## src/rtl/seqp_pkg.sv

```systemverilog
package seqp_pkg;

  localparam int NBANK = 2;

  typedef enum logic [2:0] {
    SRC_HOLD = 3'd0,
    SRC_LOAD = 3'd1,
    SRC_JMP1 = 3'd2,
    SRC_JMP2 = 3'd3,
    SRC_INC  = 3'd4
  } ptr_src_e;

  typedef enum logic [1:0] {
    CFG_START1 = 2'd0,
    CFG_START2 = 2'd1,
    CFG_END1   = 2'd2,
    CFG_END2   = 2'd3
  } cfg_tgt_e;

endpackage

```

## src/rtl/seqp_regs.sv

```systemverilog
module seqp_regs
  import seqp_pkg::*;
#(
  parameter int AW = 13
) (
  input  logic                       clk,
  input  logic                       rst_n,
  input  logic                       cfg_we,
  input  logic [1:0]                 cfg_sel,
  input  logic [AW-1:0]              cfg_data,
  output logic [NBANK-1:0][AW-1:0]   start_addr,
  output logic [NBANK-1:0][AW-1:0]   end_addr
);

  for (genvar g = 0; g < NBANK; g++) begin : g_bank
    logic [AW-1:0] start_q;
    logic [AW-1:0] end_q;
    logic          hit_start;
    logic          hit_end;

    assign hit_start = cfg_we && (cfg_sel == 2'(g));
    assign hit_end   = cfg_we && (cfg_sel == 2'(g + NBANK));

    always_ff @(posedge clk or negedge rst_n) begin
      if (!rst_n) begin
        start_q <= '0;
        end_q   <= '1;
      end else begin
        if (hit_start) start_q <= cfg_data;
        if (hit_end)   end_q   <= cfg_data;
      end
    end

    assign start_addr[g] = start_q;
    assign end_addr[g]   = end_q;
  end

endmodule

```

## src/rtl/seqp_ptr.sv

```systemverilog
module seqp_ptr
  import seqp_pkg::*;
#(
  parameter int AW = 13
) (
  input  logic                     clk,
  input  logic                     rst_n,
  input  logic                     cnt_n,
  input  logic                     load_n,
  input  logic                     jmp1_n,
  input  logic                     jmp2_n,
  input  logic [AW-1:0]            load_data,
  input  logic [NBANK-1:0][AW-1:0] start_addr,
  output logic [AW-1:0]            ptr_q,
  output logic [AW-1:0]            ptr_nxt,
  output logic                     inc_evt,
  output logic                     seq_err
);

  localparam logic [AW-1:0] ONE = {{(AW-1){1'b0}}, 1'b1};

  function automatic logic [AW-1:0] step_addr(input logic [AW-1:0] a);
    return a + ONE;
  endfunction

  logic [AW-1:0] hold_q;
  logic          pend_q;
  logic          err_q;
  logic          jmp_block;
  logic          jmp1_ok;
  logic          jmp2_ok;
  logic          jmp_bad;
  ptr_src_e      src;

  assign jmp_block = !load_n || pend_q;
  assign jmp1_ok   = !jmp1_n && !jmp_block;
  assign jmp2_ok   = !jmp2_n && !jmp_block;
  assign jmp_bad   = (!jmp1_n || !jmp2_n) && jmp_block;

  always_comb begin
    src = SRC_HOLD;
    if (pend_q)       src = SRC_LOAD;
    else if (jmp1_ok) src = SRC_JMP1;
    else if (jmp2_ok) src = SRC_JMP2;
    else if (!cnt_n)  src = SRC_INC;
  end

  always_comb begin
    case (src)
      SRC_LOAD: ptr_nxt = hold_q;
      SRC_JMP1: ptr_nxt = start_addr[0];
      SRC_JMP2: ptr_nxt = start_addr[1];
      SRC_INC:  ptr_nxt = step_addr(ptr_q);
      default:  ptr_nxt = ptr_q;
    endcase
  end

  assign inc_evt = (src == SRC_INC);

  always_ff @(posedge clk or negedge rst_n) begin
    if (!rst_n) begin
      ptr_q  <= '0;
      hold_q <= '0;
      pend_q <= 1'b0;
      err_q  <= 1'b0;
    end else begin
      ptr_q  <= ptr_nxt;
      pend_q <= !load_n;
      if (!load_n) hold_q <= load_data;
      if (jmp_bad) err_q <= 1'b1;
    end
  end

  assign seq_err = err_q;

endmodule

```

## src/rtl/seqp_flags.sv

```systemverilog
module seqp_flags
  import seqp_pkg::*;
#(
  parameter int AW = 13
) (
  input  logic                     clk,
  input  logic                     rst_n,
  input  logic                     inc_evt,
  input  logic [AW-1:0]            ptr_nxt,
  input  logic [NBANK-1:0][AW-1:0] end_addr,
  input  logic [NBANK-1:0]         flag_clr,
  output logic [NBANK-1:0]         eob_n
);

  function automatic logic addr_match(input logic [AW-1:0] a, input logic [AW-1:0] b);
    return (a ^ b) == '0;
  endfunction

  for (genvar g = 0; g < NBANK; g++) begin : g_flag
    logic hit;
    logic flag_q;

    assign hit = inc_evt && addr_match(ptr_nxt, end_addr[g]);

    always_ff @(posedge clk or negedge rst_n) begin
      if (!rst_n)           flag_q <= 1'b1;
      else if (hit)         flag_q <= 1'b0;
      else if (flag_clr[g]) flag_q <= 1'b1;
    end

    assign eob_n[g] = flag_q;
  end

endmodule

```

## src/rtl/seqp_strobe.sv

```systemverilog
module seqp_strobe #(
  parameter int AW = 13,
  parameter int DW = 16
) (
  input  logic          clk,
  input  logic          rst_n,
  input  logic          ce_n,
  input  logic          wr_n,
  input  logic          oe_n,
  input  logic [AW-1:0] ptr_q,
  input  logic [DW-1:0] din,
  output logic          mem_rd,
  output logic          mem_wr,
  output logic [AW-1:0] mem_addr,
  output logic [DW-1:0] mem_wdata,
  output logic          pwr_down
);

  logic rd_req;
  logic wr_req;

  assign wr_req = !ce_n && !wr_n;
  assign rd_req = !ce_n && wr_n && !oe_n;

  always_ff @(posedge clk or negedge rst_n) begin
    if (!rst_n) begin
      mem_rd    <= 1'b0;
      mem_wr    <= 1'b0;
      mem_addr  <= '0;
      mem_wdata <= '0;
      pwr_down  <= 1'b1;
    end else begin
      mem_rd    <= rd_req;
      mem_wr    <= wr_req;
      mem_addr  <= ptr_q;
      mem_wdata <= din;
      pwr_down  <= ce_n;
    end
  end

endmodule

```

## src/rtl/seqp_addr_ptr.sv

```systemverilog
module seqp_addr_ptr
  import seqp_pkg::*;
#(
  parameter int AW = 13,
  parameter int DW = 16
) (
  input  logic             clk,
  input  logic             rst_n,
  input  logic             ce_n,
  input  logic             wr_n,
  input  logic             oe_n,
  input  logic             cnt_n,
  input  logic             load_n,
  input  logic             jmp1_n,
  input  logic             jmp2_n,
  input  logic [DW-1:0]    din,
  input  logic             cfg_we,
  input  logic [1:0]       cfg_sel,
  input  logic [AW-1:0]    cfg_data,
  input  logic [NBANK-1:0] flag_clr,
  output logic [AW-1:0]    ptr,
  output logic [NBANK-1:0] eob_n,
  output logic             seq_err,
  output logic             mem_rd,
  output logic             mem_wr,
  output logic [AW-1:0]    mem_addr,
  output logic [DW-1:0]    mem_wdata,
  output logic             pwr_down
);

  logic [NBANK-1:0][AW-1:0] start_addr;
  logic [NBANK-1:0][AW-1:0] end_addr;
  logic [AW-1:0]            ptr_nxt;
  logic                     inc_evt;

  seqp_regs #(.AW(AW)) u_regs (
    .clk        (clk),
    .rst_n      (rst_n),
    .cfg_we     (cfg_we),
    .cfg_sel    (cfg_sel),
    .cfg_data   (cfg_data),
    .start_addr (start_addr),
    .end_addr   (end_addr)
  );

  seqp_ptr #(.AW(AW)) u_ptr (
    .clk        (clk),
    .rst_n      (rst_n),
    .cnt_n      (cnt_n),
    .load_n     (load_n),
    .jmp1_n     (jmp1_n),
    .jmp2_n     (jmp2_n),
    .load_data  (din[AW-1:0]),
    .start_addr (start_addr),
    .ptr_q      (ptr),
    .ptr_nxt    (ptr_nxt),
    .inc_evt    (inc_evt),
    .seq_err    (seq_err)
  );

  seqp_flags #(.AW(AW)) u_flags (
    .clk      (clk),
    .rst_n    (rst_n),
    .inc_evt  (inc_evt),
    .ptr_nxt  (ptr_nxt),
    .end_addr (end_addr),
    .flag_clr (flag_clr),
    .eob_n    (eob_n)
  );

  seqp_strobe #(.AW(AW), .DW(DW)) u_strobe (
    .clk       (clk),
    .rst_n     (rst_n),
    .ce_n      (ce_n),
    .wr_n      (wr_n),
    .oe_n      (oe_n),
    .ptr_q     (ptr),
    .din       (din),
    .mem_rd    (mem_rd),
    .mem_wr    (mem_wr),
    .mem_addr  (mem_addr),
    .mem_wdata (mem_wdata),
    .pwr_down  (pwr_down)
  );

endmodule

```

## config.mk

```make
export PLATFORM = sky130hd
export DESIGN_NAME = seqp_addr_ptr
export DESIGN_NICKNAME = d
export VERILOG_FILES = /design/src/rtl/seqp_pkg.sv /design/src/rtl/seqp_regs.sv /design/src/rtl/seqp_ptr.sv /design/src/rtl/seqp_flags.sv /design/src/rtl/seqp_strobe.sv /design/src/rtl/seqp_addr_ptr.sv
export SDC_FILE = /design/constraint.sdc
export NUM_CORES = 1
export LEC_CHECK = 0
export ABC_AREA = 1
export BUFFER_PORTS_ARGS = -buffer_cell sky130_fd_sc_hd__buf_2
export CORE_MARGIN = 2
export CORE_UTILIZATION = 55
export DETAILED_ROUTE_END_ITERATION = 12
export GPL_ROUTABILITY_DRIVEN = 0
export PLACE_DENSITY = 0.79
export SLEW_MARGIN = 40
export SYNTH_ARGS = -nofsm -noshare
export SYNTH_HDL_FRONTEND = slang
export SYNTH_HIERARCHICAL = 1
export SYNTH_SLANG_ARGS = --single-unit
```

## constraint.sdc

```tcl
create_clock -name clk -period 5.4 [get_ports clk]
set_clock_uncertainty 0.1 [all_clocks]
set_input_delay 1.08 -clock clk [delete_from_list [all_inputs] [get_ports clk]]
set_output_delay 1.08 -clock clk [all_outputs]
set_load 0.05 [all_outputs]
```

; ---- Word-level counts from Yosys, hierarchy flattened
; Cells that the tools add are included.
[classes]
add_sub_neg = 1
n_eq_ne = 7
muxes = 9
bitwise_logic = 2
n_reduce_logical = 26
[op_table]
columns = operator, count
row1 = $pmux W13 S4, 1
row2 = $logic_not A13 Y1, 2
row3 = $xor A13 B13 Y13, 2
row4 = $add A13 B1 Y13 const B, 1
row5 = $logic_and A1 B1 Y1, 12
row6 = $mux W3, 4
row7 = $logic_not A1 Y1, 7
row8 = $eq A3 B2 Y1 const B, 2
row9 = $eq A2 B2 Y1 const B, 2
row10 = $mux W1, 4
row11 = $reduce_bool A2 Y1, 2
row12 = $eq A3 B1 Y1 const B, 1
row13 = $eq A3 B3 Y1 const B, 1
row14 = $eq A2 B1 Y1 const B, 1
row15 = $logic_not A2 Y1, 1
row16 = $logic_or A1 B1 Y1, 2
[word_totals]
regBits = 114
word_cells = 60

; ---- Logic depth before layout (Yosys ltp)
[depth]
word_depth = 13
ltp_mapped = 16
mapped_depth_nobuf = 15

; ---- Modules after synthesis
; Netlist, hierarchy kept.
[modules_own_cells]
columns = module, n_inst, cells_per_inst, area_each_um2, seq_area_each_um2
row1 = seqp_regs, 1, 234, 2198.4, 1333.8
row2 = seqp_ptr, 1, 226, 1620.3, 700.7
row3 = seqp_strobe, 1, 36, 819.5, 802.0
row4 = seqp_flags, 1, 143, 601.8, 52.6

; ---- Worst setup path after synthesis
; Ideal clock, no wire load.
[synth_timing]
path_kind = in2reg
start = input port load_n
end = register u_flags.g_flag[0].flag_q
t_arrival_ns = 2.312
required_time_ns = 5.225
slack_ns = 2.913
stages = 16
n_path_buf = 2
cell_sequence = buf_4 > nand2_1 > nand2_1 > nor2_2 > buf_4 > nand2_1 > nand4_1 > inv_1 > nand2_1 > nand2_1 > inv_1 > nand2_1 > nor2_1 > nand2_1 > nor2_1 > nor2_1
[synth_via]
elab_chain_len = 13
word_cells_on_any_way = 18
[synth_rtl]
columns = element, line
row1 = from (decl), seqp_addr_ptr.sv:13  ; input logic load_n,
row2 = $logic_not A1 Y1 (*), seqp_ptr.sv:35  ; assign jmp_block = !load_n || pend_q;
row3 = $logic_or A1 B1 Y1 (*), seqp_ptr.sv:35
row4 = $logic_not A1 Y1 (*), "seqp_ptr.sv:36, seqp_ptr.sv:37"
row5 = $logic_and A1 B1 Y1, seqp_ptr.sv:37  ; assign jmp2_ok = !jmp2_n && !jmp_block;
row6 = $mux W3, seqp_ptr.sv:44  ; else if (jmp2_ok) src = SRC_JMP2;
row7 = $mux W3 (*), seqp_ptr.sv:43  ; else if (jmp1_ok) src = SRC_JMP1;
row8 = $mux W3 (*), seqp_ptr.sv:42  ; if (pend_q) src = SRC_LOAD;
row9 = $eq A3 B3 Y1 (tied with other cells), seqp_ptr.sv:49  ; case (src)
row10 = $pmux W13 S4 (*), seqp_ptr.sv:49
row11 = named net ptr_nxt[5], seqp_addr_ptr.sv:33  ; logic [AW-1:0] ptr_nxt;
row12 = $xor A13 B13 Y13 (*), seqp_flags.sv:16  ; return (a ^ b) == '0;
row13 = $logic_not A13 Y1 (*), seqp_flags.sv:16
row14 = $logic_and A1 B1 Y1 (*), seqp_flags.sv:23  ; assign hit = inc_evt && addr_match(ptr_nxt, end_addr[g]);
row15 = $mux W1 / $reduce_bool A2 Y1 (equally long branches), n/a
row16 = to (signal assigned), seqp_flags.sv:26  ; if (!rst_n) flag_q <= 1'b1;
row17 = to (signal assigned), seqp_flags.sv:27  ; else if (hit) flag_q <= 1'b0;
row18 = to (signal assigned), seqp_flags.sv:28  ; else if (flag_clr[g]) flag_q <= 1'b1;
row19 = to (decl), seqp_flags.sv:21  ; logic flag_q;
; The timed path passes the listed nets; every way through them passes the cells marked *.
; A chain may end at the register's enable or synchronous reset.

; ---- Final worst setup path
; Same ends and word-level chain as after synthesis.

==> results_dict.tcl <==
set metrics [dict create \
    status "finished, final reports clean" \
    synth_xor_xnor_area_share_pct 0.334 \
    synth_compound_area_share_pct 2.96 \
    synthMuxAreaShare_pct 0 \
    clk_latency_ns 0.51 \
    grt_first_pass_wirelength_mm 21.4 \
    max_clock_freq_mhz 363 \
    final-hold-violation-count 0 \
    synth_cell_type_count 26 \
    gr-usage-all-layers_pct 27.2 \
    maxCapViolations 0 \
    hpwl_after_detailed_placement_mm 9.23 \
    drt.antenna.violating_nets 0 \
    route.detailed.wl_per_inst_um 15.5 \
    cts_htree_levels 4 \
    number_of_global_route_vias_before_repair 4497 \
    leakagePower_nw 3.28 \
    cts_resizes 0 \
    synthToLayoutAreaGrowth_pct 19.6 \
    post_synth.cell_area_avg_um2 8.20 \
    cts.hold.buffers_added 0 \
    fraction_of_the_yosys_area_taken_by_sequential_cells_pct 55.1 \
    worst-endpoint-arrival_ns 3.10 \
    simple_logic_cell_fraction_of_the_synthesized_area_pct 33.6 \
    synth.net_count 683 \
    yosysWarningCount 6 \
    final_period_minus_worst_setup_slack_ns 2.76 \
    synth_enable_flop_cells 0 \
    power.density_cell_area_nw_per_um2 411 \
    synth_top_cell_area_share_pct 40.6 \
    reg2reg_path_depth 12 \
    drt_drc_violations_left 0 \
    die_width_um 102 \
    min_delay_path_depth 0 \
    finish_stage_setup_viols 0 \
    synth-async-reset-ratio_pct 100 \
    port_buffers 90 \
    worst_hold_slack_ns 0.346 \
    dominantRegCellSynth "dfrtp_1" \
    yosys.area_share.adder_pct 0.239 \
    num_rows 35 \
    ctsRootBufferMaster "clkbuf_8" \
    totalNegativeSetupSlack_ns 0 \
    synth_top_family_by_area "simple AND/OR/NAND/NOR gates" \
    max_vdd_drop_mv 0.197 \
    drt_first_pass_iters 5 \
    i_o_pin_cnt 91 \
    critPathMaxFanout 17 \
    start_kind "primary input" \
    slew_viol_final 0 \
    cts_post_setup_buffers_inserted 0 \
    worst_slew_pin_slew_ns 0.710 \
    yosys.cell_count.top_type "nand2_1" \
    synthesis.area_um2 5240 \
    hold_path.class "reg -> reg" \
    dieHeight_um 102 \
    totalWireLength_mm 13.4 \
    clock_sinks 114 \
    synth_cells 639 \
    yosys-top-cells-count "nand2_1 (282), dfrtp_1 (85), inv_1 (57)" \
    cts-buffers-inserted 17 \
    synth_largest_area_cell "dfrtp_1" \
    endpoint_kind "flop" \
    worst_max_slew_margin_expressed_relative_to_the_limit_pct 52.4 \
    detail_route.vias_per_cell 5.48 \
    finish.net_count 765 \
    initial_utilization_pct 56.7 \
    vias 4729 \
    total_power_draw_w 0.00257 \
    critPathRequiredTime_ns 5.74 \
    cts_tree "built" \
    grt_setup_unrepaired "no" \
    synthTopCellsByArea "dfrtp_1 (41%), nand2_1 (20%), dfstp_2 (15%), nand4_1 (5.9%), inv_1 (4.1%)" \
    die_area_um2 10300 \
    clkTransAtPathRegs_ns 0.06 \
    number_of_antenna_violations_at_the_first_check_in_global_routing 0 \
    ys_seq_elements 114 \
    cts-root-to-sink-buffers 2 \
    drive_gt1_share_pct 22.6 \
    grt_overflow 0 \
    finalCritPeriodShare_pct 51.1 \
    initialDrtViolationCount 467 \
    worstSetupPathType "in -> reg" \
    num_antenna_cells 0 \
    core_um2 9240 \
    grt_start_max_net_pins 77 \
]
power by group:
part | internal, W | switching (W) | leakage, nW
Sequential | 0.000986 | 0.0000937 | 1.35
Clock | 0.000627 | 0.000400 | 0.271
Combinational | 0.000124 | 0.000342 | 1.66
Total | 0.00174 | 0.000835 | 3.28
kinds of logic after synthesis:
group,Yosys count
adders and majority gates,1
and+or+nand+nor,409
xor gates and xnor gates,2
buffers and inverters,88
AOI/OAI and AO/OA,25
DFF,114
per-layer routing:
| metal | global-route usage [%] | wire (µm) | part of all wire, % |
|---|---|---|---|
| met3 | 6.00 | 1080 | 8.1 |
| met2 | 43.7 | 6260 | 47 |
| met5 | 0 | 0 | 0 |
| met4 | 11.9 | 323 | 2.4 |
| met1 | 35.7 | 5700 | 43 |
per-stage QoR:
step	setup WS [ns]	utilization [%]	instance area, µm²	std cells
after floorplan	2.91	-	5240	639
after global placement	2.19	61.4	5680	830
after CTS	2.69	67.8	6270	863
after global routing	2.38	67.8	6270	863
final	2.64	67.8	6270	863
after detailed placement	2.16	61.8	5710	831
cell type report:
type                    instances  area, µm²
flip-flops and latches        114       2890
well taps                     129        161
multi-input cells             437       1950
clock buffers                  18        428
inverters                      59        221
repair buffers                 92        492
fillers                       734       2970
clock inverters                14        129
worst paths after layout:
path / start / endpoint / slack, ns
min in group asynchronous: rst_n / u_strobe/mem_wdata[14]$_DFF_PN0_ / 0.48
max in group asynchronous: rst_n / u_regs/g_bank[1].end_q[12]$_DFFE_PN1P_ / 3.72
worst min-delay path: u_ptr/ptr_q[12]$_DFF_PN0_ / u_strobe/mem_addr[12]$_DFF_PN0_ / 0.35
worst max-delay path: load_n / u_flags/g_flag[0].flag_q$_DFFE_PN1P_ / 2.64
worst max register to register: u_ptr/pend_q$_DFF_PN0_ / u_flags/g_flag[0].flag_q$_DFFE_PN1P_ / 2.79
worst min register to register: u_ptr/ptr_q[12]$_DFF_PN0_ / u_strobe/mem_addr[12]$_DFF_PN0_ / 0.35
sequential cells by signal (all words and copies together), names as in the netlist:
signal,cells
u_regs/g_bank.end_q,26
u_regs/g_bank.start_q,26
u_strobe/mem_wdata,16
u_ptr/hold_q,13
u_ptr/ptr_q,13
u_strobe/mem_addr,13
u_flags/g_flag.flag_q,2
u_ptr/pend_q,1
u_ptr/seq_err,1
u_strobe/mem_rd,1
u_strobe/mem_wr,1
u_strobe/pwr_down,1
worst max-delay path: stages:
cell	delay, ns
buf_2	0.27
nand2_4	0.10
nor3_2	0.55
nand2_1	0.13
nand4_1	0.28
inv_1	0.11
nand2_1	0.07
nand2_1	0.05
nor2_1	0.16
nand3_1	0.11
nor2_1	0.13
nor2_1	0.05
placed cells by master, fill, tap and decap left out, drive strengths merged, types with 5 or more instances in the layout:
master	instances
nand2	283
dfrtp	85
clkbuf	18
nor2	32
a22oi	5
clkinv	5
nand3	42
a21oi	9
inv	65
nand4	49
dfstp	29
buf	92
Power figures use the tool's default switching activity.
